File: config.mk
export PLATFORM = sky130hd
export DESIGN_NAME = dsi_pkt_builder
export DESIGN_NICKNAME = d
export VERILOG_FILES = /design/src/rtl/dsi_pkt_pkg.sv /design/src/rtl/dsi_ecc_gen.sv /design/src/rtl/dsi_crc_acc.sv /design/src/rtl/dsi_pkt_builder.sv
export SDC_FILE = /design/constraint.sdc
export NUM_CORES = 1
export LEC_CHECK = 0
export BUFFER_PORTS_ARGS = -buffer_cell sky130_fd_sc_hd__buf_4
export CORE_MARGIN = 4
export CORE_UTILIZATION = 60
export CTS_CLUSTER_DIAMETER = 50
export DETAILED_ROUTE_END_ITERATION = 7
export HOLD_SLACK_MARGIN = 0.15
export PLACE_DENSITY = 0.82
export SLEW_MARGIN = 20
export SYNTH_ARGS = -nofsm -noshare
export SYNTH_HDL_FRONTEND = slang
export SYNTH_SLANG_ARGS = --single-unit
File: constraint.sdc
create_clock -name clk -period 4.8 [get_ports clk]
set_input_delay 0.96 -clock clk [delete_from_list [all_inputs] [get_ports clk]]
set_output_delay 0.96 -clock clk [all_outputs]
set_load 0.02 [all_outputs]
File: src/rtl/dsi_pkt_pkg.sv
package dsi_pkt_pkg;

  typedef enum logic [1:0] {
    ST_IDLE = 2'd0,
    ST_HDR  = 2'd1,
    ST_PAY  = 2'd2,
    ST_CRC  = 2'd3
  } pkt_state_e;

  localparam int BYTE_W = 8;
  localparam int HDR_W  = 3 * BYTE_W;
  localparam int WC_W   = 2 * BYTE_W;
  localparam int ECC_W  = 6;

  localparam logic [5:0] DT_BLANKING = 6'h19;

  localparam logic [HDR_W-1:0] ECC_MASK [ECC_W] = '{
    24'hF12CB7, 24'hF2555B, 24'h749A6D,
    24'hB8E38E, 24'hDF03F0, 24'hEFFC00
  };

  // One byte of the reflected checksum, least significant bit first.
  function automatic logic [15:0] crc_fold_byte(input logic [15:0] cur,
                                                input logic [7:0]  din,
                                                input logic [15:0] poly);
    logic [15:0] c;
    c = cur;
    for (int b = 0; b < BYTE_W; b++) begin
      if (c[0] ^ din[b]) c = (c >> 1) ^ poly;
      else               c = c >> 1;
    end
    return c;
  endfunction

endpackage

File: src/rtl/dsi_ecc_gen.sv
module dsi_ecc_gen
  import dsi_pkt_pkg::*;
(
  input  logic [HDR_W-1:0]  hdr,
  output logic [BYTE_W-1:0] ecc
);

  for (genvar i = 0; i < ECC_W; i++) begin : g_parity
    assign ecc[i] = ^(hdr & ECC_MASK[i]);
  end

  assign ecc[BYTE_W-1:ECC_W] = '0;

endmodule

File: src/rtl/dsi_crc_acc.sv
module dsi_crc_acc
  import dsi_pkt_pkg::*;
#(
  parameter logic [15:0] PRESET = 16'hFFFF,
  parameter logic [15:0] POLY_R = 16'h8408
)(
  input  logic              clk,
  input  logic              rst_n,
  input  logic              clr,
  input  logic              en,
  input  logic [BYTE_W-1:0] din,
  output logic [15:0]       crc
);

  always_ff @(posedge clk) begin
    if (!rst_n)   crc <= PRESET;
    else if (clr) crc <= PRESET;
    else if (en)  crc <= crc_fold_byte(crc, din, POLY_R);
  end

  // every packet starts its checksum from the preset
  p_preset_on_start_r3: assert property (@(posedge clk) disable iff (!rst_n)
    clr |=> (crc == PRESET));

endmodule

File: src/rtl/dsi_pkt_builder.sv
module dsi_pkt_builder
  import dsi_pkt_pkg::*;
#(
  parameter logic [15:0] CRC_PRESET = 16'hFFFF,
  parameter logic [15:0] CRC_POLY_R = 16'h8408
)(
  input  logic              clk,
  input  logic              rst_n,
  input  logic              req_valid,
  output logic              req_ready,
  input  logic [1:0]        req_kind,
  input  logic [5:0]        req_dt,
  input  logic [1:0]        req_vc,
  input  logic [BYTE_W-1:0] req_d0,
  input  logic [BYTE_W-1:0] req_d1,
  input  logic [BYTE_W-1:0] req_fill,
  input  logic              pl_valid,
  input  logic [BYTE_W-1:0] pl_data,
  output logic              pl_ready,
  output logic              out_valid,
  output logic [BYTE_W-1:0] out_data,
  output logic              out_sop,
  output logic              out_eop,
  input  logic              out_ready
);

  pkt_state_e        st;
  logic [1:0]        idx;
  logic [WC_W-1:0]   remain;
  logic              short_q, blank_q;
  logic [HDR_W-1:0]  hdr_q;
  logic [BYTE_W-1:0] fill_q;
  logic [BYTE_W-1:0] ecc;
  logic [15:0]       crc;

  // named events shared by the datapath and the assertions
  logic            req_fire, out_fire, pay_fire, hdr_last, pay_last, crc_last;
  logic [WC_W-1:0] wc;

  assign req_ready = (st == ST_IDLE);
  assign req_fire  = req_valid && req_ready;
  assign out_fire  = out_valid && out_ready;
  assign pay_fire  = (st == ST_PAY) && out_fire;
  assign hdr_last  = (st == ST_HDR) && (idx == 2'd3) && out_fire;
  assign pay_last  = pay_fire && (remain == WC_W'(1));
  assign crc_last  = (st == ST_CRC) && idx[0] && out_fire;
  assign wc        = hdr_q[HDR_W-1:BYTE_W];

  dsi_ecc_gen u_ecc (
    .hdr (hdr_q),
    .ecc (ecc)
  );

  dsi_crc_acc #(
    .PRESET (CRC_PRESET),
    .POLY_R (CRC_POLY_R)
  ) u_crc (
    .clk   (clk),
    .rst_n (rst_n),
    .clr   (req_fire),
    .en    (pay_fire),
    .din   (out_data),
    .crc   (crc)
  );

  always_ff @(posedge clk) begin
    if (!rst_n) begin
      st      <= ST_IDLE;
      idx     <= '0;
      remain  <= '0;
      short_q <= 1'b0;
      blank_q <= 1'b0;
      hdr_q   <= '0;
      fill_q  <= '0;
    end else begin
      if (req_fire) begin
        st      <= ST_HDR;
        idx     <= '0;
        blank_q <= req_kind[1];
        short_q <= (req_kind == 2'b00);
        fill_q  <= req_fill;
        hdr_q   <= {req_d1, req_d0, req_vc, (req_kind[1] ? DT_BLANKING : req_dt)};
      end
      if (out_fire) begin
        unique case (st)
          ST_HDR: begin
            idx <= idx + 2'd1;
            if (hdr_last) begin
              if (short_q)          st <= ST_IDLE;
              else if (wc == '0)    st <= ST_CRC;
              else begin
                st     <= ST_PAY;
                remain <= wc;
              end
            end
          end
          ST_PAY: begin
            remain <= remain - WC_W'(1);
            if (pay_last) begin
              st  <= ST_CRC;
              idx <= '0;
            end
          end
          ST_CRC: begin
            idx <= 2'd1;
            if (crc_last) begin
              st  <= ST_IDLE;
              idx <= '0;
            end
          end
          default: ;
        endcase
      end
    end
  end

  always_comb begin
    out_valid = 1'b0;
    out_data  = '0;
    out_sop   = 1'b0;
    out_eop   = 1'b0;
    pl_ready  = 1'b0;
    unique case (st)
      ST_HDR: begin
        out_valid = 1'b1;
        out_sop   = (idx == 2'd0);
        out_eop   = (idx == 2'd3) && short_q;
        unique case (idx)
          2'd0:    out_data = hdr_q[7:0];
          2'd1:    out_data = hdr_q[15:8];
          2'd2:    out_data = hdr_q[23:16];
          default: out_data = ecc;
        endcase
      end
      ST_PAY: begin
        if (blank_q) begin
          out_valid = 1'b1;
          out_data  = fill_q;
        end else begin
          out_valid = pl_valid;
          out_data  = pl_data;
          pl_ready  = out_ready;
        end
      end
      ST_CRC: begin
        out_valid = 1'b1;
        out_data  = idx[0] ? crc[15:8] : crc[7:0];
        out_eop   = idx[0];
      end
      default: ;
    endcase
  end

  p_first_byte_next_r6: assert property (@(posedge clk) disable iff (!rst_n)
    req_fire |=> (out_valid && out_sop));

  p_end_returns_idle_r7: assert property (@(posedge clk) disable iff (!rst_n)
    (out_fire && out_eop) |=> req_ready);

  p_idle_no_output_r7: assert property (@(posedge clk) disable iff (!rst_n)
    req_ready |-> !out_valid);

  p_stall_holds_r8: assert property (@(posedge clk) disable iff (!rst_n)
    (out_valid && !out_ready) |=>
      (out_valid && $stable(out_data) && $stable(out_sop) && $stable(out_eop)));

  p_payload_backpressure_r9: assert property (@(posedge clk) disable iff (!rst_n)
    pl_ready |-> out_ready);

  p_blank_no_pull_r4: assert property (@(posedge clk) disable iff (!rst_n)
    (blank_q && !req_ready) |-> !pl_ready);

endmodule

== Word level (Yosys, flattened, before mapping) ==
Index checks and enable logic that the tools add are counted.
Widths: inputs -> output; s select.

* Shift-type cells: 0
* Eq/ne operators: 10
* $mul: 0
* Order comparisons: 0
* Muxes and demuxes: 57
* Add/sub/neg operators: 2
* Div/mod/pow operators: 0
* Bitwise gates (word level): 17
* Reduce and logical (&&, ||, !) cells: 23

{| class="wikitable"
|+ Operators with widths
! cell !! count
|-
| $mux 16 || 32
|-
| $reduce_xor 24->1 || 6
|-
| $pmux 8 s3 || 2
|-
| $pmux 16 s2 || 1
|-
| $not 2->3 || 8
|-
| $mux 2 || 9
|-
| $eq 16x1->1 const B || 1
|-
| $logic_not 16->1 || 1
|-
| $mux 8 || 2
|-
| $sub 16x1->16 const B || 1
|-
| $pmux 2 s3 || 2
|-
| $logic_and 1x1->1 || 9
|-
| $eq 2x2->1 const B || 4
|-
| $xor 1x1->1 || 8
|-
| $logic_not 2->1 || 3
|-
| $mux 1 || 6
|-
| $mux 6 || 1
|-
| $ne 2x2->1 const B || 3
|-
| $reduce_and 5->1 || 1
|-
| $eq 2x1->1 const B || 2
|-
| $pmux 1 s2 || 2
|-
| $reduce_or 2->1 || 2
|-
| $add 2x1->2 const B || 1
|-
| $reduce_bool 2->1 || 1
|-
| $not 1->1 || 1
|}

* Memory bits (writable): 0
* Output and inout bits: 13
* Memories: 0
* Bits in read-only memories: 0
* Flip-flop bits (word level): 70
* Latch bits: 0

== Logic depth before layout (Yosys ltp) ==
* Depth after elaboration: 40
* Gate-level depth with buffers: 13
* Gate-level depth less buffers: 10

== By module ==
Synthesis repeated with hierarchy kept, for this count alone.

* Cell total of the unflattened synthesis: 557
* Area total of the unflattened synthesis: 4733.3 sq um

{| class="wikitable"
|+ By module, submodules not included
! module !! area each (sq um) !! cells an instance !! instances
|-
| dsi_pkt_builder || 3308.2 || 431 || 1
|-
| dsi_crc_acc || 899.6 || 83 || 1
|-
| dsi_ecc_gen || 525.5 || 43 || 1
|}

== Least setup slack after synthesis ==
Ideal clock, no wire load.

* Kind: reg-to-output
* From: reg idx[0]
* To: out out_data[5]
* Data required time: 3.840 ns
* Stages on the path, launching flop included: 11
* Path buffers: 3
* Slack: 1.511 ns
* Arrival: 2.329 ns
* Cell sequence: dfxtp_1 > clkbuf_1 > clkbuf_1 > inv_1 > ha_1 > clkbuf_1 > a222oi_1 > nor2b_1 > a211oi_1 > a21oi_1 > o21ai_0

* Cells in the longest elaborated chain, start to end: 3
* Elaborated cells between the ends (all ways): 6
* Classes of those cells: eq/ne: 2; mux: 3; reduce/logical: 1

{| class="wikitable"
|+ Ends and longest elaborated chain
! item !! RTL line !! text
|-
| start: declaration || dsi_pkt_builder.sv:28 || <nowiki>logic [1:0] idx;</nowiki>
|-
| start signal: assignment || dsi_pkt_builder.sv:87 || <nowiki>idx <= idx + 2'd1;</nowiki>
|-
| $eq 2x2->1, or another cell as far along || dsi_pkt_builder.sv:128 || <nowiki>unique case (idx)</nowiki>
|-
| $pmux 8 s3 || dsi_pkt_builder.sv:128 ||
|-
| $pmux 8 s3 * || dsi_pkt_builder.sv:123 || <nowiki>unique case (st)</nowiki>
|-
| end: declaration || dsi_pkt_builder.sv:21 || <nowiki>output logic [BYTE_W-1:0] out_data,</nowiki>
|}

Mark *: on every way between the ends. The rest lies on a longest branch, timed or not.

== Final worst setup path ==
* From: reg hdr_q[22]
* To: out out_data[5]

* Cells in the longest elaborated chain, start to end: 3

{| class="wikitable"
|+ Ends and longest elaborated chain
! item !! RTL line !! text
|-
| start: declaration || dsi_pkt_builder.sv:31 || <nowiki>logic [HDR_W-1:0] hdr_q;</nowiki>
|-
| start signal: assignment || dsi_pkt_builder.sv:82 || <nowiki>hdr_q <= {req_d1, req_d0, req_vc, (req_kind[1] ? DT_BLANKING : req_dt)};</nowiki>
|-
| $reduce_xor 24->1 || dsi_ecc_gen.sv:9 || <nowiki>assign ecc[i] = ^(hdr & ECC_MASK[i]);</nowiki>
|-
| $pmux 8 s3 || dsi_pkt_builder.sv:128 ||
|-
| $pmux 8 s3 || dsi_pkt_builder.sv:123 ||
|}

No other way between the ends.

==> metrics.yaml <==
chipWidth_um: 94.8
area_delta_synth_final_pct: 14.4
ctsRootBufferMaster: "clkbuf_8"
synthFlopType: "dfxtp_1"
fmax_ghz: 0.263
power.internal_uw: 960
netSwitchingFraction: 0.287
worstPathArrival_ps: 2850
htree_levels: 3
drt_iter0_markers: 382
ys_ff_latch: 70
synth_nets: 610
cap_violations: 0
holdBufCountCts: 0
wire_per_inst_um: 17.0
syn_avg_cell_area_um2: 8.24
seq_power_share: 0.468
dp_hpwl_mm: 8.54
fin_cells: 693
fin_nets: 653
drv_slew: 0
core_um2: 7290
grt_pass1_wl_mm: 18.7
dieHeight_um: 94.8
path_clk_slew_ps: 70
worstSetupStartpoint: "hdr_q[22]"
fp.dieArea_um2: 8980
cp.required_ps: 3840
synthTopCellsByArea: "dfxtp_1 31%, nand2_1 8.6%, xnor2_1 6.8%"
cts_setup_buffers: 0
hold_path_class: "register to register"
powerDensity_nw_per_um2: 261
p_leak_uw: 0.00203
tightest_slew_ps: 637
gp_congestion: 0.900
drc: 0
holdCritStartpoint: "fill_q[1]"
synth_edf_count: 0
cp-start-kind: "register"
drt-vias-per-instance: 5.95
synth_area_leader_cell: "dfxtp_1"
finalClockSkew_ps: 4.84
start_util: 0.620
portBuffers: 59
critPathKind: "register to output port"
r2r_start: "hdr_q[21]"
clock-sinks: 70
mappedNetlistArea_um2: 4520
hold_violations: 0
synthArstFlopShare: 0
finalWirelength_mm: 11.7
numCtsBuffers: 9
fin_crit_sh: 0.793
diodes: 0
clkPwrFrac: 0.304
drt_pass1_iterations: 5
status: "complete, no violations"
rsz0062_at_grt: "no"
vdd_drop_max_mv: 0.212
critPathMaxFanout: 5
fillCellCount: 608
grt_usage: 0.271
ios: 60
antenna_found_initial: 0
end_kind: "output port"
insertion_delay_ps: 350
syn_inst: 548
vias: 4123
combPwrFrac: 0.228
synth-seq-area-share: 0.310
yosysUniqueCellTypes: 49
grt_pass1_vias: 3741
row_count: 31
synth_top_area_frac: 0.310
slew-limit-headroom: 0.575
fin_tns_setup_ps: 0
grt.overflow.total: 0
p_sw_uw: 387
fin_crit_ps: 3810
tritoncts: "yes"
ctsResizeCount: 0
synth_warnings: 0
place_inst: 679
drive_gt1_frac: 0.141
ant_nets: 0
setup_viol: 0
cts.path.max_buffers: 2
grt_max_degree: 57
==> Yosys cell counts, types with 6 or more instances <==
cell      instances
a22oi_1          16
mux2i_1          17
o211ai_1          9
dfxtp_1          70
o21ai_0          29
nor2_1           11
nand2_1         104
or3_1             6
nor3_1           13
xor2_1           11
o21ai_1           8
a21oi_1          17
ha_1             15
and2_1            6
clkbuf_1         32
nor2b_1          23
xnor3_1           8
xnor2_1          35
o31ai_1           6
inv_1            22
a21boi_0         30
==> metrics by stage <==
stage / power [uW] / cell area, um2 / utilization / worst slack [ps] / hold WS [ps]
2_1_floorplan: 857 / 4520 / - / 1510 / 440
3_3_place_gp: 943 / 5010 / 0.688 / 1410 / 449
3_5_place_dp: 949 / 5010 / 0.688 / 1370 / 453
4_1_cts: 1350 / 5170 / 0.709 / 989 / 463
5_1_grt: 1410 / 5170 / 0.709 / 863 / 493
6_report: 1350 / 5170 / 0.709 / 993 / 460
==> worst max-delay path, cell delays in order, from the launching register on <==
cell and delay [ps]:
dfxtp_1 430, inv_1 70, ha_1 320, xor3_1 480, xnor3_1 410, a211oi_1 370
a21oi_1 80, o21ai_0 140, buf_4 200
==> worst paths after layout <==
kind	endpoint	slack (ps)	depth (start not counted)
min reg2reg	fill_q[1]	460	2
max	out_data[5]	990	8
max reg2reg	u_crc.crc[8]	1730	10
min	fill_q[1]	460	2
==> sequential cells by signal (all words and copies together), names as in the netlist <==
| name | cells |
|---|---|
| idx | 2 |
| remain | 16 |
| blank_q | 1 |
| hdr_q | 24 |
| u_crc.crc | 16 |
| fill_q | 8 |
| short_q | 1 |
| st | 2 |
==> logic make-up after synthesis <==
group / share of synthesized area
adder cells (fa/ha/maj): 0.0415
flip-flops: 0.310
AO/OA/AOI/OAI: 0.211
buffers and inverters: 0.0465
multiplexers: 0.0426
AND/OR/NAND/NOR: 0.197
XOR/XNOR: 0.151
==> cells in the final DEF, fill, tap and decap left out, types with 13 or more instances in the layout <==
cell      count
a22oi_1      16
dfxtp_1      70
nand2_1     104
o21ai_0      29
nor3_1       13
inv_1        22
nor2b_1      23
a21boi_0     30
ha_1         15
xnor2_1      35
buf_4        66
a21oi_1      16
mux2i_1      17
==> metal layers <==
metal,global-route usage,wire length (um),vias to the layer above
met2,0.412,5350,167
met5,0,0,-
met4,0.0817,159,0
met3,0.0653,979,16
met1,0.381,5250,1943
li1,-,-,1997
==> power by group through the flow <==
stage | clock, uW | sequential (uW) | combinational, uW
after global placement | 0 | 641 | 302
final | 410 | 630 | 307
after CTS | 414 | 629 | 307
after floorplan | 0 | 628 | 228
after global routing | 443 | 632 | 335
after detailed placement | 0 | 643 | 306
==> final cells by class <==
cell class	count	area, um2	share of cell area
clock inverter	2	10.0	0.00194
timing repair buffer	66	495	0.0959
tap	99	124	0.0240
inverter	22	82.6	0.0160
sequential	70	1400	0.271
multi-input combinational	422	2910	0.563
clock buffer	12	145	0.0281
No activity file was read; power rests on OpenSTA's default activity.
